--- src/rtl/xfer_trail_pkg.sv ---
package xfer_trail_pkg;

  localparam int TRAIL_DEPTH = 16;
  localparam int PTR_W       = $clog2(TRAIL_DEPTH);
  localparam int REG_W       = 64;
  localparam int SEL_USED    = 9;
  localparam int KIND_W      = 3;
  localparam int PRIV_W      = 2;

  localparam logic [REG_W-1:0] SEL_KEEP  = {{(REG_W-SEL_USED){1'b0}}, {SEL_USED{1'b1}}};
  localparam logic [REG_W-1:0] CTRL_KEEP = {{(REG_W-1){1'b0}}, 1'b1};

  typedef enum logic [KIND_W-1:0] {
    K_COND  = 3'd0,
    K_RCALL = 3'd1,
    K_ICALL = 3'd2,
    K_RET   = 3'd3,
    K_IJMP  = 3'd4,
    K_RJMP  = 3'd5,
    K_FAR   = 3'd6,
    K_INTR  = 3'd7
  } kind_e;

  localparam int PRIV0_BIT = 0;
  localparam int PRIVN_BIT = 1;

  typedef struct packed {
    logic             push;
    logic [PTR_W-1:0] slot;
  } trail_strobe_t;

  function automatic int unsigned kindMaskBit(input logic [KIND_W-1:0] k);
    if (k == K_INTR) return 8;
    return 32'(k) + 2;
  endfunction

endpackage

--- src/rtl/xfer_trail_ctrl.sv ---
module xfer_trail_ctrl
  import xfer_trail_pkg::*;
(
  input  logic                 clk,
  input  logic                 rstN,
  input  logic                 cfgWe,
  input  logic                 cfgSel,
  input  logic [REG_W-1:0]     cfgWdata,
  input  logic                 evValid,
  input  logic [KIND_W-1:0]    evKind,
  input  logic [PRIV_W-1:0]    evPriv,
  output logic [REG_W-1:0]     selQ,
  output logic [REG_W-1:0]     ctrlQ,
  output logic [PTR_W-1:0]     tosQ,
  output trail_strobe_t        strobe
);

  logic [REG_W-1:0] selReg;
  logic [REG_W-1:0] ctrlReg;
  logic [PTR_W-1:0] tosReg;
  logic             classBlock;
  logic             privBlock;
  logic             recOn;
  logic             accept;

  always_comb begin
    classBlock = selReg[kindMaskBit(evKind)];
    privBlock  = (evPriv == '0) ? selReg[PRIV0_BIT] : selReg[PRIVN_BIT];
    recOn      = ctrlReg[0];
    accept     = evValid && recOn && !classBlock && !privBlock;
  end

  always_ff @(posedge clk) begin
    if (!rstN) begin
      selReg  <= '0;
      ctrlReg <= '0;
      tosReg  <= '0;
    end else begin
      if (cfgWe && !cfgSel) selReg  <= cfgWdata & SEL_KEEP;
      if (cfgWe && cfgSel)  ctrlReg <= cfgWdata & CTRL_KEEP;
      if (accept)           tosReg  <= tosReg + 1'b1;
    end
  end

  assign strobe.push = accept;
  assign strobe.slot = tosReg + 1'b1;
  assign selQ  = selReg;
  assign ctrlQ = ctrlReg;
  assign tosQ  = tosReg;

  a_r2_tos_step: assert property (@(posedge clk) disable iff (!rstN)
    strobe.push |=> tosQ == $past(tosQ) + 1'b1);

  a_r8_tos_hold: assert property (@(posedge clk) disable iff (!rstN)
    !strobe.push |=> $stable(tosQ));

  a_r6_off_drops: assert property (@(posedge clk) disable iff (!rstN)
    (!ctrlQ[0] && evValid) |=> $stable(tosQ));

  a_r7_sel_masked: assert property (@(posedge clk) disable iff (!rstN)
    (cfgWe && !cfgSel) |=> selQ == ($past(cfgWdata) & SEL_KEEP));

  a_r7_ctrl_masked: assert property (@(posedge clk) disable iff (!rstN)
    (cfgWe && cfgSel) |=> ctrlQ == ($past(cfgWdata) & CTRL_KEEP));

endmodule

--- src/rtl/xfer_trail_data.sv ---
module xfer_trail_data
  import xfer_trail_pkg::*;
#(
  parameter int ADDR_W = 32
) (
  input  logic              clk,
  input  logic              rstN,
  input  trail_strobe_t     strobe,
  input  logic [ADDR_W-1:0] evFrom,
  input  logic [ADDR_W-1:0] evTo,
  input  logic [PTR_W-1:0]  rdIdx,
  output logic [ADDR_W-1:0] rdFrom,
  output logic [ADDR_W-1:0] rdTo
);

  localparam int REC_W = 2 * ADDR_W;

  logic [REC_W-1:0] slotMem [TRAIL_DEPTH];

  for (genvar g = 0; g < TRAIL_DEPTH; g++) begin : g_slot
    always_ff @(posedge clk) begin
      if (strobe.push && strobe.slot == PTR_W'(g))
        slotMem[g] <= {evFrom, evTo};
    end
  end

  always_comb begin
    rdFrom = slotMem[rdIdx][REC_W-1:ADDR_W];
    rdTo   = slotMem[rdIdx][ADDR_W-1:0];
  end

  a_r2_slot_written: assert property (@(posedge clk) disable iff (!rstN)
    strobe.push |=> slotMem[$past(strobe.slot)] == {$past(evFrom), $past(evTo)});

endmodule

--- src/rtl/xfer_trail.sv ---
module xfer_trail
  import xfer_trail_pkg::*;
#(
  parameter int ADDR_W = 32
) (
  input  logic              clk,
  input  logic              rstN,
  input  logic              cfgWe,
  input  logic              cfgSel,
  input  logic [63:0]       cfgWdata,
  output logic [63:0]       selQ,
  output logic [63:0]       ctrlQ,
  input  logic              evValid,
  input  logic [ADDR_W-1:0] evFrom,
  input  logic [ADDR_W-1:0] evTo,
  input  logic [2:0]        evKind,
  input  logic [1:0]        evPriv,
  input  logic [3:0]        rdIdx,
  output logic [ADDR_W-1:0] rdFrom,
  output logic [ADDR_W-1:0] rdTo,
  output logic [3:0]        tosQ
);

  trail_strobe_t strobe;

  xfer_trail_ctrl u_ctrl (
    .clk      (clk),
    .rstN     (rstN),
    .cfgWe    (cfgWe),
    .cfgSel   (cfgSel),
    .cfgWdata (cfgWdata),
    .evValid  (evValid),
    .evKind   (evKind),
    .evPriv   (evPriv),
    .selQ     (selQ),
    .ctrlQ    (ctrlQ),
    .tosQ     (tosQ),
    .strobe   (strobe)
  );

  xfer_trail_data #(.ADDR_W(ADDR_W)) u_data (
    .clk    (clk),
    .rstN   (rstN),
    .strobe (strobe),
    .evFrom (evFrom),
    .evTo   (evTo),
    .rdIdx  (rdIdx),
    .rdFrom (rdFrom),
    .rdTo   (rdTo)
  );

endmodule

--- config.mk ---
export PLATFORM = sky130hd
export DESIGN_NAME = xfer_trail
export DESIGN_NICKNAME = d
export VERILOG_FILES = /design/src/rtl/xfer_trail_pkg.sv /design/src/rtl/xfer_trail_ctrl.sv /design/src/rtl/xfer_trail_data.sv /design/src/rtl/xfer_trail.sv
export SDC_FILE = /design/constraint.sdc
export NUM_CORES = 1
export LEC_CHECK = 0
export ABC_AREA = 1
export BUFFER_PORTS_ARGS = -buffer_cell sky130_fd_sc_hd__clkbuf_2
export CAP_MARGIN = 0
export CORE_ASPECT_RATIO = 1.4
export CORE_MARGIN = 1
export CORE_UTILIZATION = 60
export DETAILED_ROUTE_END_ITERATION = 8
export PLACE_DENSITY_LB_ADDON = 0.25
export SYNTH_ARGS = -nofsm -noshare
export SYNTH_HDL_FRONTEND = slang
export SYNTH_SLANG_ARGS = --single-unit
--- constraint.sdc ---
create_clock -name clk -period 4.87 [get_ports clk]
set_input_delay 0.2435 -clock clk [delete_from_list [all_inputs] [get_ports clk]]
set_output_delay 0.2435 -clock clk [all_outputs]
set_load 0.02 [all_outputs]
### After elaboration in Yosys (flattened, before gate mapping)

Memories as Yosys holds them, arrays and structs flattened.
Index checks and enable logic that the tools add are counted.

* memory bits (read-only): 0
* flip-flop bits (word level): 14
* logic and storage cells: 147
* bits in latches: 0
* output and inout port bits: 196
* input bits: 142
* RAM bits: 1024
* memories kept: 1

* equal/unequal tests: 16
* multiplexer cells: 83
* bitwise operators: 0
* shift-type cells: 0
* reduce and logical (&&, ||, !) cells: 41
* $lt $le $gt $ge: 1
* multiply operators: 0
* divide/modulo/power cells: 0
* $add $sub $neg: 2

Memories
* u_data.slotMem: depth 16, width 64, rd ports 1, clocked after memory_dff 0, write ports 1, line xfer_trail_data.sv:18 `logic [REC_W-1:0] slotMem [TRAIL_DEPTH];`

Operator list (count)
* $mux W64: 15
* $reduce_or A64 Y1: 15
* $mux W4: 16
* $mux W1: 50
* $eq A4 B4 Y1 const B: 8
* $lt A32 B7 Y1 const B: 1
* $mux W32: 1
* $logic_and A1 B1 Y1: 21
* $eq A4 B3 Y1 const B: 4
* $eq A4 B2 Y1 const B: 2
* $bmux W1 S6: 1
* $add A3 B2 Y4 const B: 1
* $add A4 B1 Y4 const B: 1
* $eq A4 B1 Y1 const B: 1
* $logic_not A4 Y1: 1
* $eq A3 B3 Y1 const B: 1
* $logic_not A1 Y1: 3
* $logic_not A2 Y1: 1

### Depth between registers and ports, before layout

Gate-level depths: netlist of run 1.

* depth after elaboration: 27
* depth in mapped cells: 10
* mapped depth without buffers: 10

### By module

A second synthesis of run 1 with hierarchy kept.

* cells, all modules: 4376
* area total of the unflattened synthesis: 45567.5 um^2

By module, submodules not included
* xfer_trail_data: area each 43908.4 um^2, instances 1, sequential area each 30749.5 um^2, cells each 4148
* xfer_trail_ctrl: area each 1659.1 um^2, instances 1, sequential area each 280.3 um^2, cells each 228

### Worst setup path before layout of run 1

No wires, ideal clock.

* path type: input port to flip-flop
* from: input port evKind[1]
* to: memory u_data.slotMem[13][0] in the netlist's numbering, enable pin
* library setup time: 0.487 ns
* setup slack: 0.451 ns
* data arrival time: 3.932 ns
* data required time: 4.383 ns
* stages: 9
* buffers on the path: 0
* cell sequence: ha_1 nand2_2 nand3_1 nor3_2 nor2_2 nand2_4 inv_6 nand2_4 nor2_1

* word-level cells in the longest chain between the ends: 27
* elaborated cells between the ends (all ways): 103
* those cells by class: add/sub (1); eq/ne (1); mux (67); reduce/logical (34)

Ends and longest elaborated chain
* start, declared: line xfer_trail.sv:16 `input logic [2:0] evKind,`
* parallel branches: the longest is 2 deep, another holds $add A3 B2 Y4
* $mux W32 *: line xfer_trail_pkg.sv:34 `return 32'(k) + 2;`
* $bmux W1 S6 *: line xfer_trail_ctrl.sv:27 `classBlock = selReg[kindMaskBit(evKind)];`
* $mux W1 (implied by the code) *: line xfer_trail_ctrl.sv:27
* $logic_not A1 Y1 *: line xfer_trail_ctrl.sv:30 `accept = evValid && recOn && !classBlock && !privBlock;`
* $logic_and A1 B1 Y1 * (2 in a row): line xfer_trail_ctrl.sv:30
* $logic_and A1 B1 Y1: line xfer_trail_data.sv:22 `if (strobe.push && strobe.slot == PTR_W'(g))`
* $mux W1: line xfer_trail_data.sv:22
* $mux W1 (implied by the code): line xfer_trail_data.sv:23 `slotMem[g] <= {evFrom, evTo};`
* $reduce_or A64 Y1 (no source line)
* $mux W4 (no source line) / $mux W1 (equally long branches) (15 in a row)
* end, declared: line xfer_trail_data.sv:18

Every way passes the cells marked *. The select of a mux whose other input is x is not followed.

### Worst setup path after layout of run 1

* from: input port rdIdx[3]
* to: output port rdFrom[12]

* word-level cells in the longest chain between the ends: 1

Ends and longest elaborated chain
* start, declared: line xfer_trail.sv:18 `input logic [3:0] rdIdx,`
* $mem_v2 Z16 W64
* end, declared: line xfer_trail.sv:19 `output logic [ADDR_W-1:0] rdFrom,`

Every way passes these cells.

==> flow_summary_export.csv, run 1 <==
group,metric,value,unit
global_routing,grt_max_degree,157,
detailed_routing,antenna_left,0,
yosys,ys_ff_latch,1038,
detailed_routing,vias_per_cell,6.003,
detailed_routing,dr.pass1.iters,5,
cts,cts_tree,"yes",
yosys,synth.largest_area_cell,"edfxtp_1",
yosys,synth_edf_count,1024,
sta,worst_pin_slew,1.135,ns
floorplan,initial_utilization,0.6057,
cts,clock-sinks,1038,
setup_path,critPathCaptureType,"output pin",
cts,numCtsBuffers,91,
yosys,yosys-top-cells-area,"edfxtp_1, mux2i_1, o211ai_1",
power,p_per_area,387.0,mW/mm2
setup_path,start_kind,"input pin",
setup_path,critical_path_arrival,2.86,ns
detailed_routing,first_iter_violations,2746,
floorplan,pin_count,338,
yosys,synth_warnings,0,
global_routing,grt_pass1_wl,143.6,mm
sta,slew_headroom,0.2435,
setup_path,cp_max_fo,33,
cells_and_area,area_growth,11.85,%
sta,final.min_clock_period,3.105,ns
yosys,yosysSeqAreaShare,0.7311,
setup_path,rr_startpoint,"u_ctrl.tosQ[0]$_SDFFE_PN0P_",
cells_and_area,drive_gt1_frac,0.1185,
sta,timing.final.crit_share,0.6376,
power,power,0.01837,W
cts,clock_latency,0.65,ns
cts,clkSlewWorstSetupHoldPaths,0.06,ns
cells_and_area,final_cells,4139,
floorplan,die_w,226.8,um
sta,rsz0062_at_grt,"no",
global_routing,antenna_found_initial,7,
detailed_routing,drt-wirelength-per-cell,23.29,um
sta,fmax,0.3221,GHz
sta,final-setup-viol-count,0,
floorplan,rows,115,
detailed_routing,drc,0,
cts,h-tree-depth,3,
yosys,synth_top_area_frac,0.7245,
global_routing,first_global_vias,24770,
sta,drv_slew,0,
run_status,status,"finished, final reports clean",
min_path,min_from,"evFrom[19]",
setup_path,critPathRequiredTime,4.63,ns
detailed_routing,wirelength,96.38,mm
placed_design,place_congestion,0.7704,
global_routing,grt_util_all_layers,0.2700,
yosys,syn_area_per_cell,14.46,um2
power,leakage,17.09,nW
placed_design,numPortBuffers,164,
cells_and_area,fin_nets,3271,
job,max_cap_viol_count,0,
power,ir_drop,0.2640,mV
cts,root_buffer,"clkbuf_16",
placed_design,dpl.hpwl,46.11,mm
cts,clockBufferDepth,3,
setup_path,critPathKind,"input pin to output pin",
sta,fin_setup_tns,0,ns
yosys,synth-async-reset-ratio,0,
setup_path,worstSetupStartpoint,"rdIdx[3]",
sta,finalHoldViolations,0,
yosys,ys_types,30,
floorplan,die_h,316.7,um
floorplan,die_area,0.07182,mm2
detailed_routing,dr_total_vias,24850,
sta,fin_skew,0.01882,ns
global_routing,grt_overflow,0,
placed_design,post-place-cells,3897,
floorplan,coreArea,0.07007,mm2
min_path,hp-class,"input pin to flip-flop",
yosys,synth_area,0.04244,mm2
yosys,synth_top_flop_cell,"edfxtp_1",
yosys,syn_inst,2936,
## timing repair
action                                 in CTS  in global routing
hold buffers                               69                  0
buffers inserted                            0                  0
endpoints found under the hold margin     769                  0
setup endpoints to repair                   0                  0
gates resized for setup                     0                  0
## layout by cell type, fill, tap and decap left out, drive strengths merged, types with 3 or more instances in the layout
| cell type | n |
|---|---|
| nand3 | 87 |
| dlygate4sd3 | 69 |
| mux2i | 256 |
| conb | 118 |
| diode | 6 |
| nor2 | 32 |
| clkbuf | 276 |
| nand2 | 86 |
| ha | 6 |
| dfxtp | 14 |
| buf | 50 |
| o21ai | 321 |
| clkinvlp | 3 |
| clkinv | 36 |
| bufinv | 14 |
| edfxtp | 1024 |
| o211ai | 256 |
| a21oi | 270 |
| inv | 275 |
## worst max-delay path: stages
cell,delay [ns]
buf_4,0.52
clkinv_2,0.84
buf_4,0.62
nand3_1,0.18
nand2_1,0.15
clkbuf_2,0.20
## layer usage
layer / share of wire / GRT usage
met1: 0.39 / 0.3563
met2: 0.50 / 0.4573
met3: 0.080 / 0.04028
met4: 0.027 / 0.09828
met5: 0.00034 / 0
## stage by stage
step / setup WS (ns) / util / hold slack (ns) / instance area, um2
6_report: 1.765 / 0.6775 / 0.01616 / 47470
5_1_grt: 1.713 / 0.6774 / 0.03098 / 47470
4_1_cts: 1.780 / 0.6773 / 0.0004045 / 47460
3_5_place_dp: 1.674 / 0.6237 / 0.4657 / 43710
3_3_place_gp: 1.771 / 0.6237 / 0.4627 / 43710
2_1_floorplan: 0.4507 / - / 0.3424 / 42880
## final timing paths
path	to	slack [ns]	cells after the start
worst min-delay path	u_data.slotMem[0][51]$_DFFE_PP_	0.02	1
worst max register to register	u_data.slotMem[2][19]$_DFFE_PP_	1.94	5
worst min register to register	u_ctrl.selQ[4]$_SDFFE_PN0P_	0.48	2
worst max-delay path	rdFrom[12]	1.77	6
## sequential cells by signal, summed over array words and instances, names as in the netlist
register and flops:
u_ctrl.ctrlQ 1, u_ctrl.tosQ 4, u_ctrl.selQ 9, u_data.slotMem 1024
## where the power goes
group | internal [W] | leakage, nW | switching [W] | total, W
clock | 0.00431 | 1.50 | 0.00307 | 0.00738
sequential | 0.00983 | 9.32 | 0.0000108 | 0.00984
combinational | 0.000338 | 6.27 | 0.000809 | 0.00115
## synthesized netlist by cell type (all sizes together), types with 14 or more instances
library cell / count
o21ai: 321
mux2i: 256
o211ai: 256
nand2: 86
edfxtp: 1024
inv: 276
dfxtp: 14
nor2: 32
clkbuf: 75
buf: 228
a21oi: 270
nand3: 87
## cell families (layout without fill, tap and decap cells)
kind of cell | Yosys count | in the layout | share of synthesized area
fa+ha+maj | 6 | 6 | 0.001769
flops | 1038 | 1038 | 0.7311
compound gates | 848 | 848 | 0.1153
buf+inv | 579 | 723 | 0.06851
xor+xnor | 2 | 2 | 0.0004128
simple gates | 206 | 206 | 0.02252
other cells | 1 | 124 | 0.00008835
mux | 256 | 256 | 0.06037
## layout make-up
type | instances | area (um2)
diodes | 6 | 15.01
clock buffers | 115 | 2452
multi-input cells | 1436 | 9066
clock inverters | 52 | 608.1
repair buffers | 280 | 2079
flip-flops and latches | 1038 | 31030
well taps | 936 | 1171
fillers | 4715 | 22600
inverters | 276 | 1051
(Power assumes the default switching activity.)
==> run 2, diff against run 1 <==
Settings changed: ABC_AREA 1 to 0, CORE_UTILIZATION 60 to 59.
Clock period 4.87 ns to 3.2 ns, I/O delays scaled along.
==> flow_summary_export.csv, run 2 <==
group,metric,value,unit
global_routing,antenna_found_initial,3,
setup_path,crit_buf_inv,3,
setup_path,rrSetupSlack,0.29,ns
setup_path,critPathRequiredTime,3.59,ns
sta,finalHoldViolations,0,
detailed_routing,dr.pass1.iters,5,
yosys,ys_types,40,
cts,cts_tree,"yes",
sta,fin_skew,0.02487,ns
sta,worst_pin_slew,1.160,ns
floorplan,die_h,311.0,um
cts,numCtsBuffers,93,
setup_path,worstSetupStartpoint,"u_ctrl.selQ[2]$_SDFFE_PN0P_",
detailed_routing,antenna_left,0,
cells_and_area,largest_register,"u_data.slotMem",
setup_path,critPathKind,"flip-flop to flip-flop",
yosys,synth_most_common_cell,"edfxtp_1",
cells_and_area,fin_nets,2155,
yosys,ys_ff_latch,1038,
floorplan,initial_utilization,0.5996,
global_routing,grt_overflow,0,
cells_and_area,drive_gt1_frac,0.3430,
placed_design,numPortBuffers,164,
sta,final.min_clock_period,2.906,ns
sta,rsz0062_at_grt,"no",
setup_path,rr_startpoint,"u_ctrl.selQ[2]$_SDFFE_PN0P_",
cts,cts_setup_buffers,0,
min_path,hp-class,"input pin to flip-flop",
global_routing,grt_util_all_layers,0.2553,
global_routing,grt_pass1_wl,127.6,mm
power,ir_drop,0.4922,mV
global_routing,first_global_vias,19820,
power,leakage,15.03,nW
global_routing,grt_max_degree,65,
cts,h-tree-depth,3,
setup_path,reg2reg_depth,8,
yosys,synth_top_area_frac,0.7640,
yosys,synth_warnings,0,
floorplan,die_w,222.7,um
job,max_cap_viol_count,0,
cts,root_buffer,"clkbuf_16",
setup_path,critical_path_arrival,3.29,ns
detailed_routing,drc,0,
cts,clock-sinks,1038,
setup_path,start_kind,"flip-flop",
yosys,yosysSeqAreaShare,0.7710,
power,p_per_area,596.8,mW/mm2
sta,timing.final.crit_share,0.9082,
setup_path,critPathCaptureType,"flip-flop",
sta,timing.hold.ws,0.02948,ns
sta,fmax,0.3441,GHz
sta,drv_slew,0,
detailed_routing,wirelength,85.52,mm
setup_path,cp_max_fo,27,
yosys,synthTopCellsByCount,"edfxtp_1, mux4_2, buf_4",
floorplan,coreArea,0.06712,mm2
setup_path,cpMostUsedCell,"buf_12",
cells_and_area,area_growth,15.77,%
floorplan,pin_count,338,
yosys,synth_top_flop_cell,"edfxtp_1",
placed_design,place_congestion,0.7618,
sta,slew_headroom,0.2238,
yosys,yosys-top-cells-area,"edfxtp_1, mux4_2, buf_4",
sta,final-setup-viol-count,0,
detailed_routing,drt-wirelength-per-cell,29.13,um
setup_path,cp.depth,8,
sta,fin_setup_tns,0,ns
setup_path,critPathTopFamily,"simple AND/OR/NAND/NOR gates",
yosys,syn_area_per_cell,24.01,um2
setup_path,slowest_stage,"nor3_4",
cts,clkSlewWorstSetupHoldPaths,0.06,ns
placed_design,dpl.hpwl,45.07,mm
yosys,synth_edf_count,1024,
cells_and_area,largest_reg_flops,1024,
detailed_routing,first_iter_violations,1762,
yosys,synth.largest_area_cell,"edfxtp_1",
cts,clockBufferDepth,3,
setup_path,r2r_end,"u_data.slotMem[12][25]$_DFFE_PP_",
detailed_routing,vias_per_cell,6.318,
floorplan,die_area,0.06928,mm2
floorplan,rows,112,
cells_and_area,final_common_cell,"edfxtp_1",
yosys,synth-async-reset-ratio,0,
setup_path,cp_slowest_stage_delay,0.93,ns
detailed_routing,dr_total_vias,18550,
yosys,syn_inst,1676,
yosys,synth_area,0.04025,mm2
setup_path,critPathCapture,"u_data.slotMem[12][25]$_DFFE_PP_",
cts,clock_latency,0.65,ns
setup_path,cp_cell_sequence,"o21bai_1, a22oi_1, o21ai_2, nor3_4, buf_4, nor4_4, buf_12, buf_12",
cells_and_area,layout_common_cells,"edfxtp_1, mux4_2, clkbuf_2",
run_status,status,"finished, final reports clean",
## run 2: layout make-up
cell class | count | area, um2
fillers | 3905 | 20530
clock buffers | 116 | 2499
flip-flops and latches | 1038 | 31030
repair buffers | 316 | 2723
diodes | 2 | 5.005
multi-input cells | 554 | 8665
inverters | 4 | 15.01
well taps | 855 | 1070
clock inverters | 51 | 588.1
## run 2: layer usage
layer / vias up / routed length, um / GRT usage / part of all wire
li1: 7594 / - / - / -
met1: 9886 / 31940 / 0.3325 / 0.37
met2: 924 / 45880 / 0.4467 / 0.54
met3: 141 / 5610 / 0.03881 / 0.066
met4: 4 / 2067 / 0.07806 / 0.024
met5: - / 23 / 0 / 0.00027
## run 2: worst min-delay path: cells and delay by family
kind | cells | cell delay, ns
buffers and inverters | 1 | 0.09
AND/OR/NAND/NOR | 4 | 0.37
## run 2: worst min-delay path by stage
stage                startpoint                              to  slack (ns)  cells past startpoint
finish                  evValid     u_ctrl.tosQ[3]$_SDFFE_PN0P_        0.03                      5
global route            evValid     u_ctrl.tosQ[3]$_SDFFE_PN0P_        0.06                      5
CTS                     evValid     u_ctrl.tosQ[3]$_SDFFE_PN0P_        0.01                      5
detailed placement  cfgWdata[6]     u_ctrl.selQ[6]$_SDFFE_PN0P_        0.41                      3
global placement    cfgWdata[1]     u_ctrl.selQ[1]$_SDFFE_PN0P_        0.39                      3
floorplan               evTo[0]  u_data.slotMem[0][0]$_DFFE_PP_        0.26                      0
## run 2: timing repair
action,CTS,global route
hold buffers,84,0
resized for setup,0,0
hold endpoints to repair,1034,0
## run 2: where the power goes
part | total (W) | switching, W | internal [W]
Sequential | 0.0150 | 0.0000116 | 0.0149
Combinational | 0.00156 | 0.000922 | 0.000634
Clock | 0.0113 | 0.00471 | 0.00658
Total | 0.0278 | 0.00565 | 0.0222
## run 2: cells by family (layout without fill, tap and decap cells)
logic type | Yosys count | after routing | share of synthesized area
AO/OA/AOI/OAI | 28 | 28 | 0.005627
XOR/XNOR | 4 | 4 | 0.0008706
adder cells (fa/ha/maj) | 6 | 6 | 0.001865
buffers and inverters | 201 | 487 | 0.03078
flip-flops | 1038 | 1038 | 0.7710
multiplexers | 322 | 322 | 0.1797
other | 1 | 120 | 0.00009318
AND/OR/NAND/NOR | 76 | 76 | 0.01004
## run 2: metrics by stage
step	utilization	power, W	setup slack, ns	cell area, um2	instances
finish	0.6942	0.02781	0.2939	46590	2936
global route	0.6941	0.02854	0.1639	46590	2935
CTS	0.6941	0.02799	0.2557	46590	2934
global placement	0.6356	0.01670	0.06777	42660	2683
detailed placement	0.6356	0.01673	0.03587	42660	2683
floorplan	-	0.01631	-0.9184	40950	1793
==> run 3, diff against run 2 <==
--- a/config.mk
+++ b/config.mk
@@ -7,4 +7,5 @@
 export LEC_CHECK = 0
 export ABC_AREA = 0
+export ABC_CLOCK_PERIOD_IN_PS = 3200
 export BUFFER_PORTS_ARGS = -buffer_cell sky130_fd_sc_hd__clkbuf_2
 export CAP_MARGIN = 0
==> constraint.sdc (replaced) <==
create_clock -name clk -period 3.2 [get_ports clk]
set_input_delay 0.16 -clock clk [delete_from_list [all_inputs] [get_ports clk]]
set_output_delay 0.16 -clock clk [all_outputs]
set_load 0.01 [all_outputs]
==> flow_summary_export.csv, run 3 (synthesized netlist as in run 2, its figures left out) <==
group,metric,value,unit
run_status,status,"finished, final reports clean",
cts,h-tree-depth,3,
global_routing,grt_max_degree,65,
detailed_routing,drt-wirelength-per-cell,28.66,um
detailed_routing,drc,0,
power,leakage,14.96,nW
setup_path,critPathTopFamily,"compound AO/OA/AOI/OAI gates",
min_path,worstHoldEndpoint,"u_ctrl.selQ[3]$_SDFFE_PN0P_",
sta,finalHoldViolations,0,
detailed_routing,antenna_left,0,
setup_path,cpMostUsedCell,"buf_12",
global_routing,grt_overflow,0,
power,ir_drop,0.5258,mV
cts,cts_setup_buffers,0,
floorplan,initial_utilization,0.5996,
setup_path,critPathKind,"flip-flop to flip-flop",
placed_design,post-place-cells,2676,
floorplan,die_area,0.06928,mm2
cts,clock_latency,0.67,ns
min_path,hp-class,"input pin to flip-flop",
cells_and_area,final_common_cell,"edfxtp_1",
placed_design,place_congestion,0.7654,
global_routing,grt_util_all_layers,0.2503,
sta,timing.final.crit_share,0.8938,
setup_path,cp_cell_sequence,"mux2_4, a221o_1, a21oi_2, nor3_4, buf_12, nor4_4, buf_12",
power,p_per_area,592.1,mW/mm2
global_routing,antenna_found_initial,3,
setup_path,slowest_stage,"buf_12",
sta,final.min_clock_period,2.860,ns
cts,clkSlewWorstSetupHoldPaths,0.06,ns
sta,fin_skew,0.02334,ns
floorplan,pin_count,338,
cells_and_area,area_growth,15.44,%
setup_path,rrSetupSlack,0.34,ns
setup_path,cp_max_fo,64,
sta,slew_headroom,0.3082,
detailed_routing,dr.pass1.iters,5,
setup_path,cp_slowest_stage_delay,0.46,ns
detailed_routing,dr_total_vias,18480,
power,power,0.02751,W
min_path,min_from,"rstN",
cts,cts_tree,"yes",
detailed_routing,first_iter_violations,1721,
placed_design,place_ws,0.1583,ns
floorplan,die_w,222.7,um
setup_path,critPathRequiredTime,3.48,ns
sta,worst_pin_slew,1.033,ns
placed_design,dpl.hpwl,43.98,mm
cells_and_area,largest_register,"u_data.slotMem",
sta,fmax,0.3496,GHz
detailed_routing,wirelength,84.09,mm
sta,drv_slew,0,
cts,numCtsBuffers,90,
floorplan,die_h,311.0,um
setup_path,start_kind,"flip-flop",
sta,layout_setup_ws,0.3398,ns
cts,root_buffer,"clkbuf_16",
cells_and_area,fin_nets,2152,
setup_path,r2r_end,"u_data.slotMem[2][30]$_DFFE_PP_",
floorplan,coreArea,0.06712,mm2
cells_and_area,largest_reg_flops,1024,
cells_and_area,final_cells,2934,
global_routing,grt_pass1_wl,125.0,mm
setup_path,critical_path_arrival,3.14,ns
setup_path,crit_buf_inv,2,
cells_and_area,layout_common_cells,"edfxtp_1, mux4_2, clkbuf_2",
job,max_cap_viol_count,0,
sta,rsz0062_at_grt,"no",
detailed_routing,vias_per_cell,6.298,
setup_path,reg2reg_depth,7,
setup_path,critPathCaptureType,"flip-flop",
cells_and_area,drive_gt1_frac,0.3394,
placed_design,numPortBuffers,164,
cts,clock-sinks,1038,
min_path,whs_path_depth,2,
sta,final-setup-viol-count,0,
setup_path,rr_startpoint,"u_ctrl.selQ[7]$_SDFFE_PN0P_",
floorplan,rows,112,
cts,clockBufferDepth,3,
global_routing,first_global_vias,19300,
[run 3: layout make-up]
class / count / area [um2]
inverters: 4 / 15.01
flip-flops and latches: 1038 / 31030
clock inverters: 55 / 643.1
well taps: 855 / 1070
repair buffers: 316 / 2653
multi-input cells: 554 / 8672
fillers: 3856 / 20670
clock buffers: 110 / 2370
diodes: 2 / 5.005
[run 3: how the worst max path moves through the flow]
stage,end,slack [ns],startpoint,cells past startpoint
after floorplan,u_data.slotMem[0][0]$_DFFE_PP_,-0.89,u_ctrl.selQ[7]$_SDFFE_PN0P_,6
after global placement,u_data.slotMem[2][23]$_DFFE_PP_,0.24,evKind[1],9
after detailed placement,u_data.slotMem[2][23]$_DFFE_PP_,0.16,evKind[1],9
after CTS,u_data.slotMem[2][32]$_DFFE_PP_,0.38,u_ctrl.selQ[7]$_SDFFE_PN0P_,7
after global routing,u_data.slotMem[2][32]$_DFFE_PP_,0.28,u_ctrl.selQ[7]$_SDFFE_PN0P_,7
final,u_data.slotMem[2][30]$_DFFE_PP_,0.34,u_ctrl.selQ[7]$_SDFFE_PN0P_,7
[run 3: where the power goes]
part           switching (W)  internal [W]  total (W)
registers          0.0000120        0.0149     0.0150
clock network        0.00477       0.00635     0.0111
logic               0.000792      0.000641    0.00143
[run 3: metal layers]
metal	GRT usage	wire length, um
met1	0.3375	31780
met4	0.08103	2031
met5	0	27
met2	0.4235	44400
met3	0.03900	5858
[run 3: metrics by stage]
| step | area (um2) | hold slack, ns | util | setup TNS [ns] |
|---|---|---|---|---|
| 6_report | 46460 | 0.03880 | 0.6921 | 0 |
| 3_3_place_gp | 42530 | 0.3991 | 0.6336 | 0 |
| 3_5_place_dp | 42530 | 0.4074 | 0.6336 | 0 |
| 2_1_floorplan | 40950 | 0.2589 | - | -838.19 |
| 5_1_grt | 46460 | 0.06714 | 0.6921 | 0 |
| 4_1_cts | 46450 | 0.001780 | 0.6920 | 0 |
[run 3: repair_timing]
action	4_1_cts	5_1_grt
gates resized for setup	0	0
hold endpoints to repair	1034	0
hold buffers	91	0
[run 3: worst reg2reg max path: stages (launching register included)]
cell	delay, ns
dfxtp_2	0.33
mux2_4	0.26
a221o_1	0.36
a21oi_2	0.40
nor3_4	0.21
buf_12	0.22
nor4_4	0.19
buf_12	0.46
